==> config.mk <==
export PLATFORM = sky130hd
export DESIGN_NAME = apb_uart_core
export DESIGN_NICKNAME = d
export VERILOG_FILES = /design/src/rtl/apb_uart_core.sv
export SDC_FILE = /design/constraint.sdc
export NUM_CORES = 1
export LEC_CHECK = 0
export BUFFER_PORTS_ARGS = -buffer_cell sky130_fd_sc_hd__buf_2
export CELL_PAD_IN_SITES_DETAIL_PLACEMENT = 1
export CELL_PAD_IN_SITES_GLOBAL_PLACEMENT = 2
export CORE_UTILIZATION = 40
export CTS_BUF_LIST = sky130_fd_sc_hd__clkbuf_8
export DETAILED_ROUTE_END_ITERATION = 7
export PLACE_DENSITY = 0.89
export SYNTH_ARGS = -nofsm -noshare
export SYNTH_HDL_FRONTEND = slang
export SYNTH_SLANG_ARGS = --single-unit
==> constraint.sdc <==
create_clock -name pclk -period 6.61 [get_ports pclk]
set_clock_uncertainty 0.1 [all_clocks]
set_input_delay 1.322 -clock pclk [delete_from_list [all_inputs] [get_ports pclk]]
set_output_delay 1.322 -clock pclk [all_outputs]
set_load 0.02 [all_outputs]
==> src/rtl/apb_uart_core.sv <==
module apb_uart_core #(
  parameter int ADDR_W    = 8,
  parameter int DATA_W    = 32,
  parameter int DIV_W     = 16,
  parameter int DIV_RESET = 27
) (
  input  logic              pclk,
  input  logic              presetn,
  input  logic              psel,
  input  logic              penable,
  input  logic              pwrite,
  input  logic [ADDR_W-1:0] paddr,
  input  logic [DATA_W-1:0] pwdata,
  output logic [DATA_W-1:0] prdata,
  output logic              pready,
  output logic              pslverr,
  input  logic              rxd,
  output logic              txd
);
  localparam logic [ADDR_W-1:0] A_DIV  = ADDR_W'(8'h00);
  localparam logic [ADDR_W-1:0] A_SIZE = ADDR_W'(8'h04);
  localparam logic [ADDR_W-1:0] A_PAR  = ADDR_W'(8'h08);
  localparam logic [ADDR_W-1:0] A_STOP = ADDR_W'(8'h0C);
  localparam logic [ADDR_W-1:0] A_TXD  = ADDR_W'(8'h10);
  localparam logic [ADDR_W-1:0] A_RXD  = ADDR_W'(8'h14);
  localparam int FRAME_W = 12;

  typedef enum logic [2:0] {RX_IDLE, RX_START, RX_DATA, RX_PAR, RX_STOP} rx_state_t;

  logic [DIV_W-1:0] div_q, tcnt;
  logic [1:0]       size_q, par_q;
  logic             stop_q;
  logic             tx_busy, rx_full, rx_err;
  logic [FRAME_W-1:0] tx_sh, tx_frame;
  logic [3:0]       tx_left, tx_tc, tx_len, nbits;
  logic [7:0]       tx_dm, rx_sh, rx_buf;
  rx_state_t        rx_st;
  logic [3:0]       rx_tc;
  logic [2:0]       rx_idx;
  logic             rx_s1, rx_s2, rx_perr, rx_ferr, rx_second, rx_done;
  logic             access, hit_tx, hit_rx, wr, rd_rx, par_on, tick;
  logic             unused_bits;

  assign unused_bits = ^pwdata[DATA_W-1:DIV_W];

  assign access = psel & penable;
  assign hit_tx = (paddr == A_TXD);
  assign hit_rx = (paddr == A_RXD);
  assign pready = (hit_tx && pwrite)  ? !tx_busy :
                  (hit_rx && !pwrite) ? rx_full  : 1'b1;
  assign wr      = access & pwrite & pready;
  assign rd_rx   = access & !pwrite & hit_rx & pready;
  assign pslverr = rd_rx & rx_err;

  assign nbits  = 4'd5 + {2'b00, size_q};
  assign par_on = (par_q == 2'd1) || (par_q == 2'd2);

  always_comb begin
    prdata = '0;
    case (paddr)
      A_DIV:  prdata[DIV_W-1:0] = div_q;
      A_SIZE: prdata[1:0] = size_q;
      A_PAR:  prdata[1:0] = par_q;
      A_STOP: prdata[0] = stop_q;
      A_RXD:  prdata[7:0] = rx_buf;
      default: prdata = '0;
    endcase
  end

  always_ff @(posedge pclk or negedge presetn) begin
    if (!presetn) begin
      div_q  <= DIV_W'(DIV_RESET);
      size_q <= 2'd3;
      par_q  <= 2'd0;
      stop_q <= 1'b0;
    end else if (wr) begin
      case (paddr)
        A_DIV:  div_q  <= pwdata[DIV_W-1:0];
        A_SIZE: size_q <= pwdata[1:0];
        A_PAR:  par_q  <= pwdata[1:0];
        A_STOP: stop_q <= pwdata[0];
        default: ;
      endcase
    end
  end

  assign tick = ({1'b0, tcnt} + (DIV_W+1)'(1)) >= {1'b0, div_q};

  always_ff @(posedge pclk or negedge presetn) begin
    if (!presetn) tcnt <= '0;
    else          tcnt <= tick ? '0 : tcnt + 1'b1;
  end

  always_comb begin
    tx_dm    = pwdata[7:0] & (8'hFF >> (2'd3 - size_q));
    tx_frame = '1;
    tx_frame[0] = 1'b0;
    for (int i = 0; i < 8; i++)
      if (i < int'(nbits)) tx_frame[i+1] = tx_dm[i];
    if (par_on) tx_frame[nbits + 4'd1] = (^tx_dm) ^ (par_q == 2'd1);
    tx_len = 4'd2 + nbits + {3'b000, par_on} + {3'b000, stop_q};
  end

  always_ff @(posedge pclk or negedge presetn) begin
    if (!presetn) begin
      tx_busy <= 1'b0;
      tx_sh   <= '1;
      tx_left <= '0;
      tx_tc   <= '0;
    end else if (wr && hit_tx) begin
      tx_busy <= 1'b1;
      tx_sh   <= tx_frame;
      tx_left <= tx_len;
      tx_tc   <= '0;
    end else if (tx_busy && tick) begin
      tx_tc <= tx_tc + 1'b1;
      if (tx_tc == 4'd15) begin
        tx_sh   <= {1'b1, tx_sh[FRAME_W-1:1]};
        tx_left <= tx_left - 1'b1;
        if (tx_left == 4'd1) tx_busy <= 1'b0;
      end
    end
  end

  assign txd = tx_busy ? tx_sh[0] : 1'b1;

  assign rx_done = tick && (rx_st == RX_STOP) && (rx_tc == 4'd15) && !(stop_q && !rx_second);

  always_ff @(posedge pclk or negedge presetn) begin
    if (!presetn) begin
      rx_s1 <= 1'b1; rx_s2 <= 1'b1;
      rx_st <= RX_IDLE; rx_tc <= '0; rx_idx <= '0; rx_sh <= '0;
      rx_perr <= 1'b0; rx_ferr <= 1'b0; rx_second <= 1'b0;
      rx_buf <= '0; rx_full <= 1'b0; rx_err <= 1'b0;
    end else begin
      rx_s1 <= rxd;
      rx_s2 <= rx_s1;
      if (rd_rx) begin
        rx_full <= 1'b0;
        rx_err  <= 1'b0;
      end
      if (tick) begin
        case (rx_st)
          RX_IDLE:
            if (!rx_s2) begin
              rx_st <= RX_START;
              rx_tc <= '0;
            end
          RX_START: begin
            rx_tc <= rx_tc + 1'b1;
            if (rx_tc == 4'd7) begin
              if (!rx_s2) begin
                rx_st <= RX_DATA; rx_tc <= '0; rx_idx <= '0; rx_sh <= '0;
                rx_perr <= 1'b0; rx_ferr <= 1'b0; rx_second <= 1'b0;
              end else rx_st <= RX_IDLE;
            end
          end
          RX_DATA: begin
            rx_tc <= rx_tc + 1'b1;
            if (rx_tc == 4'd15) begin
              rx_sh[rx_idx] <= rx_s2;
              rx_idx <= rx_idx + 1'b1;
              if ({1'b0, rx_idx} == nbits - 4'd1) rx_st <= par_on ? RX_PAR : RX_STOP;
            end
          end
          RX_PAR: begin
            rx_tc <= rx_tc + 1'b1;
            if (rx_tc == 4'd15) begin
              rx_perr <= ((^rx_sh) ^ rx_s2) != (par_q == 2'd1);
              rx_st   <= RX_STOP;
            end
          end
          RX_STOP: begin
            rx_tc <= rx_tc + 1'b1;
            if (rx_tc == 4'd15) begin
              if (stop_q && !rx_second) begin
                rx_second <= 1'b1;
                if (!rx_s2) rx_ferr <= 1'b1;
              end else begin
                rx_st   <= RX_IDLE;
                rx_buf  <= rx_sh;
                rx_full <= 1'b1;
                rx_err  <= rx_perr | rx_ferr | !rx_s2;
              end
            end
          end
          default: rx_st <= RX_IDLE;
        endcase
      end
    end
  end
endmodule

# == After elaboration in Yosys (flattened, before gate mapping) ==
# Cells that the tools add are included.
# op_classes
order_cmp,13
add_sub_neg,13
n_reduce_logical,37
n_bitwise,13
n_eq_ne,27
muxes,78
shift,1
# op_table
cell,n
2-to-1 mux 12 bit,4
2-to-1 mux 1 bit,35
2-to-1 mux 3 bit,11
2-to-1 mux 4 bit,8
2-to-1 mux 8 bit,4
adder 16 x 1 -> 17 bit (second input constant),1
greater-or-equal comparator 17 x 16 -> 1 bit,1
adder 16 x 1 -> 16 bit (second input constant),1
== test 8 x 4 -> 1 bit (second input constant),2
== test 8 x 5 -> 1 bit (second input constant),2
less-than comparator 3 x 4 -> 1 bit (first input constant),4
2-to-1 mux 16 bit,1
!= test 2 bit (second input constant),8
case mux 8 bit (2 select lines),1
parity 8 bit,2
case mux 3 bit (5 select lines),1
adder 4 x 1 -> 4 bit (second input constant),3
bitwise mux 12 bit,1
case mux 4 bit (3 select lines),1
case mux 6 bit (2 select lines),1
nonzero test 2 bit,6
AND reduction 2 bit,5
AND reduction 5 bit,2
adder 4 x 1 -> 4 bit,2
other kinds (49),75
# word_totals
in_bits,46
output_inout_bits,35
ff_bits,91

# == Logic depth before layout (Yosys ltp) ==
# Gate-level depths: netlist of run 1.
# logic_depth
depth_word,10
depth_mapped,16
depth_no_buf,14

# == Worst setup path before layout of run 1 ==
# OpenSTA, ideal clock, no wires.
# synth_path
path_type,input to output
startpoint,in paddr[3]
endpoint,out pslverr
slack_ns,2.532
cell_stages,6
arrival_ns,2.656
path_cell_list,clkbuf_1 -> and4b_1 -> and2_1 -> clkbuf_1 -> and4b_1 -> and3_1
# synth_via
elab_chain_len,6
word_cells_on_any_way,9
cone_classes,eq/ne (2); mux (2); bitwise (3); reduce/logical (2)
# synth_lines
element,line,rtl
from (decl),12,"input logic [ADDR_W-1:0] paddr,"
== test 8 x 5 -> 1 bit,48,assign hit_rx = (paddr == A_RXD);
logical AND 1 bit,50,(hit_rx && !pwrite) ? rx_full : 1'b1;
2-to-1 mux 1 bit,50,
2-to-1 mux 1 bit,49,assign pready = (hit_tx && pwrite) ? !tx_busy :
bitwise AND 1 bit *,52,assign rd_rx = access & !pwrite & hit_rx & pready;
bitwise AND 1 bit *,53,assign pslverr = rd_rx & rx_err;
to (decl),16,"output logic pslverr,"
# Mark *: on every way between the ends. The rest lies on a longest branch, timed or not.

# == Worst setup path after layout of run 1 ==
# layout_path
startpoint,in paddr[1]
endpoint,out pslverr
# The elaborated chain is that of the path after synthesis.

==> summary.txt, run 1 <==
status -> complete, no violations
initial antenna violation count -> 0
htree depth -> 3
Total Routed Length -> 13900 um
fmax -> 0.225 GHz
Synth Area per Inst -> 9.68 um^2
PortBufs -> 48
top cells by area, synth -> dfrtp_1, dfstp_2, ha_1, mux2_2, xnor2_1
end of the worst hold path -> rx_s2$_DFF_PN1_
final setup TNS -> 0 ns
R2R Setup Slk -> 2.34 ns
design area -> 0.00611 mm^2
sw power -> 0.472 mW
post-CTS setup buffer count -> 0
crit end category -> primary output
sw frac -> 34.5%
Internal -> 0.897 mW
RR Startpoint -> tcnt[0]$_DFF_PN0_
clk_lat worst skew -> 0.38 ns
Final Util -> 45.4%
row count -> 42
count of different cell masters after synthesis -> 64
Most used DFF post-synth -> dfrtp_1
CTS tree -> built
ys async rst share -> 100%
Final Setup Violations -> 0
Slew headroom -> 27.5%
Clock Tree Root -> clkbuf_8
1st-pass router iterations -> 4
LEAKAGE -> 2.93 nW
largest net degree at the start of global routing -> 51
clock sinks -> 91
Mapped Cells -> 580
Max IR drop VDD -> 0.134 mV
area share of the largest cell type after synthesis -> 31.6%
Final Critical Period -> 4.45 ns
crit path max fanout -> 8
clock power share -> 26.9%
hold buffer count at cts -> 0
FF-to-FF End -> rx_buf[5]$_DFFE_PN0P_
worst reg-to-reg path cell count -> 12
NumNets Final -> 693
area delta synth->final -> 8.76%
CTS Buf Count -> 9
Comb power frac -> 23.9%
Placed Area -> 0.00592 mm^2
global-route wire length before repair -> 23500 um
Synth Register Bits -> 91
slowest CP cell -> and2_1
Tightest Pin Transition -> 1.09 ns
critical hold path startpoint -> rx_s1$_DFF_PN1_
Die H -> 120 um
DRT iter0 DRCs -> 158
# IOs -> 81
number of antenna-violating nets in the routed design -> 0
clock slew at reported path FFs -> 0.08 ns
critical-path cell list -> buf_2 > nor3_1 > and4b_1 > and2_1 > and4b_1 > and3_1 > buf_2
largest area contributor in the netlist -> dfrtp_1
GRT Util Overall -> 21.0%
Period Utilization, post-route -> 67.2%
Post-DP HPWL -> 10500 um
vias in the first global route -> 4657
family with the most delay on the worst path -> simple AND/OR/NAND/NOR gates
hold path cells -> 0
RSZ-0062 raised after global routing -> no
CP Launch Type -> input pin
Critical Path RT -> 5.19 ns
critical path's largest stage delay -> 0.38 ns
Via density -> 5.45
Bufs and invs on worst path -> 2
ratio of cells with drive above 1 in the final layout -> 20.2%
max-slew violations -> 0
Post-CTS Resized -> 0
filler cell count -> 1573
sequential power share -> 49.2%
Initial Util -> 41.7%
routed wire length per instance -> 17.5 um
Max clock buf depth -> 2
DRC -> 0
Die Span X -> 120 um
pwr dens -> 224 mW/mm^2
Setup Crit Path Kind -> input pin to primary output
register area share after synthesis -> 41.0%
Final Hold Viols -> 0
Post-synth EDFFs -> 0
multi-input logic area -> 0.00296 mm^2
cell area after synthesis -> 0.00562 mm^2
max_cap viols -> 0
grt total ovfl -> 0
FF+latch area -> 0.00230 mm^2
Core Region -> 0.0135 mm^2
hold crit path type -> flip-flop to flip-flop
Via Count -> 4326
crit path DAT -> 3.02 ns
die area -> 0.0145 mm^2
n_diodes -> 0
global placer's final weighted congestion -> 0.870
Synth warnings -> 0
==> cell usage after synthesis, types with 7 or more instances <==
cell type  count
inv_1         44
o41ai_1        9
buf_4         18
nand4_1        8
and2_1        10
dfrtp_1       71
nor2_1        41
nor2b_1       18
mux2i_1       15
a21oi_1       14
xor2_1        10
nor3_1        12
a22o_1         7
xnor2_1       24
clkbuf_1      22
nand3_1       17
a31oi_1       11
nand2_1       40
o21ai_0       25
and3_1        13
dfstp_2       20
mux2_2        29
ha_1          33
==> layout make-up <==
type                       count  area share (%)
clock inverter                 4           0.430
multi-input combinational    415            48.4
inverter                      44            2.70
tap                          176            3.61
timing repair buffer          52            4.47
sequential                    91            37.7
clock buffer                  12            2.70
==> power by group through the flow <==
| stage | Clock [mW] | Sequential (mW) | Combinational (mW) |
|---|---|---|---|
| 6_report | 0.368 | 0.674 | 0.327 |
| 5_1_grt | 0.403 | 0.684 | 0.372 |
| 4_1_cts | 0.386 | 0.673 | 0.331 |
| 3_5_place_dp | 0 | 0.684 | 0.330 |
| 3_3_place_gp | 0 | 0.679 | 0.314 |
| 2_1_floorplan | 0 | 0.653 | 0.268 |
==> through the flow <==
step	power, mW	instances	setup WS [ns]	hold WS (ns)
floorplan	0.921	595	2.53	0.245
global placement	0.993	778	2.18	0.246
detailed placement	1.01	778	2.14	0.248
CTS	1.39	794	2.13	0.261
global route	1.46	794	1.99	0.263
finish	1.37	794	2.16	0.259
==> flip-flops by register name, indices dropped and copies added (netlist names), 2 cells and up <==
name	count
rx_st	3
par_q	2
rx_tc	4
rx_sh	8
rx_idx	3
tx_sh	12
size_q	2
tx_left	4
rx_buf	8
tx_tc	4
div_q	16
tcnt	16
==> placed cells by master, fill, tap and decap left out, types with 3 or more instances in the layout <==
cell type,count
a21oi_1,14
nand2b_1,4
inv_1,45
dfstp_2,20
and3_1,13
nor3_1,12
a31oi_1,11
buf_4,5
a22o_1,7
nand2_1,40
conb_1,16
clkbuf_8,12
ha_1,33
nor2_1,41
xnor2_1,24
a21o_1,4
mux2_2,29
mux2i_1,15
nand3_1,17
xor2_1,10
o41ai_1,9
dfrtp_1,71
o211ai_1,4
o21ai_0,25
and2_1,10
buf_2,47
nand3b_1,3
o221ai_1,3
nor2b_1,18
or3_1,3
nand4_1,8
==> kinds of logic (layout without fill, tap and decap cells) <==
logic type	count (synthesis)	in the layout	synth area share, %
buffers and inverters	89	112	7.38
AO/OA/AOI/OAI	102	102	12.7
XOR/XNOR	35	35	5.70
adder cells (fa/ha/maj)	34	34	7.71
other	1	16	0.0668
flip-flops	91	91	41.0
multiplexers	44	44	8.49
AND/OR/NAND/NOR	184	184	17.0
==> worst max path at each step <==
stage                            startpoint  slack [ns]  depth (start not counted)                    end
after floorplan                    paddr[3]        2.53                          6                pslverr
after global placement             paddr[1]        2.18                          7                pslverr
after detailed placement           paddr[1]        2.14                          7                pslverr
after CTS                          paddr[1]        2.13                          7                pslverr
after global routing      tcnt[2]$_DFF_PN0_        1.99                         13  rx_buf[5]$_DFFE_PN0P_
final                              paddr[1]        2.16                          7                pslverr
==> layer usage <==
metal | vias up | GRT usage, % | share of wire (%) | wire length [um]
li1 | 2053 | - | - | -
met2 | 57 | 36.0 | 49 | 6860
met4 | 0 | 7.64 | 2.0 | 279
met3 | 15 | 4.86 | 3.2 | 450
met5 | - | 0 | 0 | 0
met1 | 2201 | 25.6 | 45 | 6290
(Power assumes the default switching activity.)
==> run 2: changes to the inputs <==
ABC_AREA = 1   (was unset)
CORE_UTILIZATION = 31   (was 40)
PLACE_DENSITY = 0.8   (was 0.89)
clock period = 3.8 ns   (was 6.61 ns; I/O delays follow)
==> run 2 against run 1 <==
Net effect:
- clock power increased by 64%
- worst hold slack about the same
- power increased by 26%
- wire length increased by 7.7%
- global-route usage decreased by 4.5 points
==> summary.txt, run 2 <==
Largest regs -> div_q (16), tcnt (16), tx_sh (12)
CTS tree -> built
FF+latch area -> 0.00230 mm^2 (unchanged)
DRT iter0 DRCs -> 198 (+25%)
n_diodes -> 0 (unchanged)
Die Span X -> 140 um (+16%)
Critical Path RT -> 3.96 ns (-1.23 ns)
most frequent cells in the layout -> nand2_1, inv_1, nor2_1
Via density -> 4.63 (-15%)
design area -> 0.00660 mm^2 (+8.1%)
# IOs -> 81 (unchanged)
crit path DAT -> 3.59 ns (+0.57 ns)
clock sinks -> 91 (unchanged)
Synth Area per Inst -> 7.62 um^2 (-21%)
Placed Area -> 0.00641 mm^2 (+8.3%)
area share of the largest cell type after synthesis -> 30.1% (-1.6 points)
Setup Crit Path Kind -> flip-flop to flip-flop
Mapped Cells -> 776 (+34%)
Core Region -> 0.0187 mm^2 (+39%)
most common cell after layout, fill and taps aside -> nand2_1
Synth Register Bits -> 91 (unchanged)
number of antenna-violating nets in the routed design -> 0 (unchanged)
critical path's largest stage delay -> 0.40 ns (+0.02 ns)
CP Launch Type -> flip-flop
Final Critical Period -> 3.42 ns
Period Utilization, post-route -> 90.1%
RSZ-0062 raised after global routing -> no
routed wire length per instance -> 13.9 um (-20%)
largest area contributor in the netlist -> dfrtp_1
Die H -> 140 um (+16%)
max-slew violations -> 0 (unchanged)
Total Routed Length -> 15000 um (+7.7%)
Post-DP HPWL -> 11500 um (+10%)
filler cell count -> 2344 (+49%)
Clock Tree Root -> clkbuf_8
LEAKAGE -> 3.59 nW (+23%)
row count -> 50 (+19%)
NumNets Final -> 913 (+32%)
area delta synth->final -> 11.6%
clock slew at reported path FFs -> 0.08 ns (about the same)
fmax -> 0.292 GHz
status -> complete, no violations
register area share after synthesis -> 38.9% (-2.1 points)
crit path max fanout -> 6 (-2)
htree depth -> 3 (unchanged)
Hold WS -> 0.259 ns (+0.0000200 ns)
Via Count -> 4960 (+15%)
max_cap viols -> 0 (unchanged)
hold crit path type -> flip-flop to flip-flop
Slew headroom -> 55.8% (+28 points)
grt total ovfl -> 0 (unchanged)
1st-pass router iterations -> 4 (unchanged)
leading cell types by count after synthesis -> nand2_1, inv_1, nor2_1, dfrtp_1, nand3_1
slowest CP cell -> dfrtp_1
top cells by area, synth -> dfrtp_1, nand2_1, dfstp_2, ha_1, inv_1
Synth warnings -> 0 (unchanged)
Most used DFF post-synth -> dfrtp_1
PortBufs -> 48 (unchanged)
pwr dens -> 261 mW/mm^2 (+16%)
crit end category -> flip-flop
clk_lat worst skew -> 0.38 ns (about the same)
critical-path cell list -> ha_1 > nand2_1 > inv_2 > nand2_2 > nor2_4 > inv_1 > nor2_1 > inv_1 > o21ai_0 > buf_4 > inv_1 > ha_1 > nand2_1 > nor3_1 > nand4_2 > nor2_2 > nor2_4 > nand3_4 > buf_4 > nand2_2 > o21ai_0 > nand2_1
GRT Util Overall -> 16.4% (-4.5 points)
DRC -> 0 (unchanged)
initial antenna violation count -> 0 (unchanged)
cell area after synthesis -> 0.00591 mm^2 (+5.3%)
Final Setup Violations -> 0 (unchanged)
largest net degree at the start of global routing -> 47 (-7.8%)
global placer's final weighted congestion -> 0.815 (-6.4%)
Initial Util -> 31.6% (-10 points)
final setup TNS -> 0 ns (unchanged)
Max IR drop VDD -> 0.166 mV (+24%)
ys async rst share -> 100% (unchanged)
most frequent cell after synthesis -> nand2_1
ratio of cells with drive above 1 in the final layout -> 17.1% (-3.2 points)
multi-input logic area -> 0.00305 mm^2 (+3.1%)
global-route wire length before repair -> 25500 um (+8.8%)
die area -> 0.0196 mm^2 (+35%)
vias in the first global route -> 5156 (+11%)
Max clock buf depth -> 2 (unchanged)
Final Hold Viols -> 0 (unchanged)
CTS Buf Count -> 9 (unchanged)
count of different cell masters after synthesis -> 46 (-28%)
Tightest Pin Transition -> 0.657 ns (-0.429 ns)
Post-synth EDFFs -> 0 (unchanged)
==> run 2: cell count changes in the layout (fill, tap and decap cells not counted), moves of 13 or more <==
cell / delta
mux2i_1: -14
o21ai_0: +26
mux2_2: -29
and3_1: -13
inv_1: +56
nand3_1: +36
nor2_1: +36
nand2_1: +144
nor2b_1: -18
==> run 2: cell type report <==
type | count | share of cell area [%]
repair buffers | 65 | 5.80
inverters | 109 | 6.20
multi-input cells | 557 | 46.2
clock inverters | 6 | 0.398
clock buffers | 10 | 2.09
well taps | 234 | 4.44
flip-flops and latches | 91 | 34.9
==> run 2: layer usage <==
layer / part of all wire, % / track usage [%] / up-vias
met4: 0.96 / 3.53 / 0
met5: 0 / 0 / -
met1: 49 / 20.8 / 2332
met3: 3.0 / 3.69 / 10
li1: - / - / 2555
met2: 47 / 28.6 / 63
==> run 2: metrics by stage <==
| stage | power [mW] | setup slack [ns] | instances | utilization [%] |
|---|---|---|---|---|
| 6_report | 1.72 | 0.376 | 1072 | 35.3 |
| 5_1_grt | 1.80 | 0.0137 | 1072 | 35.3 |
| 4_1_cts | 1.76 | 0.285 | 1071 | 35.1 |
| 3_5_place_dp | 1.14 | 0.298 | 1055 | 34.3 |
| 3_3_place_gp | 1.14 | 0.365 | 1055 | 34.3 |
| 2_1_floorplan | 1.09 | 0.750 | 791 | - |
==> run 2: critical path, delay by kind of cell, from the launching register on <==
family / cells / cell delay [ns]
AO/OA/AOI/OAI: 2 / 0.32
flip-flops: 1 / 0.40
AND/OR/NAND/NOR: 12 / 1.35
adder cells (fa/ha/maj): 2 / 0.50
buffers and inverters: 6 / 0.64
==> run 2: where the power goes <==
group          switching, mW  total (mW)  internal [mW]  leakage (nW)
Combinational         0.0915       0.132         0.0406          2.39
Clock                  0.359       0.605          0.246        0.0996
Sequential           0.00575       0.986          0.980          1.10
==> run 2: cells by family (layout without fill, tap and decap cells) <==
family | after synthesis | count (layout) | share of synthesized area, %
AO/OA/AOI/OAI | 99 | 99 | 9.46
XOR/XNOR | 29 | 29 | 4.30
adder cells (fa/ha/maj) | 34 | 34 | 7.32
buffers and inverters | 143 | 190 | 10.8
flip-flops | 91 | 91 | 38.9
multiplexers | 1 | 1 | 0.169
other | 1 | 16 | 0.0634
AND/OR/NAND/NOR | 378 | 378 | 28.9
==> run 2: timing repair <==
action | 4_1_cts | 5_1_grt
gates resized for setup | 0 | 4
setup endpoints to repair | 0 | 32
setup buffers | 0 | 1
hold buffers | 0 | 0
==> run 2: final timing paths <==
path | startpoint | end | slack [ns] | depth (start not counted)
min in group asynchronous | presetn | rx_buf[2]$_DFFE_PN0P_ | 0.31 | 1
max reg2reg | tcnt[0]$_DFF_PN0_ | rx_ferr$_DFFE_PN0P_ | 0.38 | 22
min reg2reg | rx_s1$_DFF_PN1_ | rx_s2$_DFF_PN1_ | 0.26 | 0
max | tcnt[0]$_DFF_PN0_ | rx_ferr$_DFFE_PN0P_ | 0.38 | 22
min | rx_s1$_DFF_PN1_ | rx_s2$_DFF_PN1_ | 0.26 | 0
max in group asynchronous | presetn | rx_s1$_DFF_PN1_ | 2.54 | 2
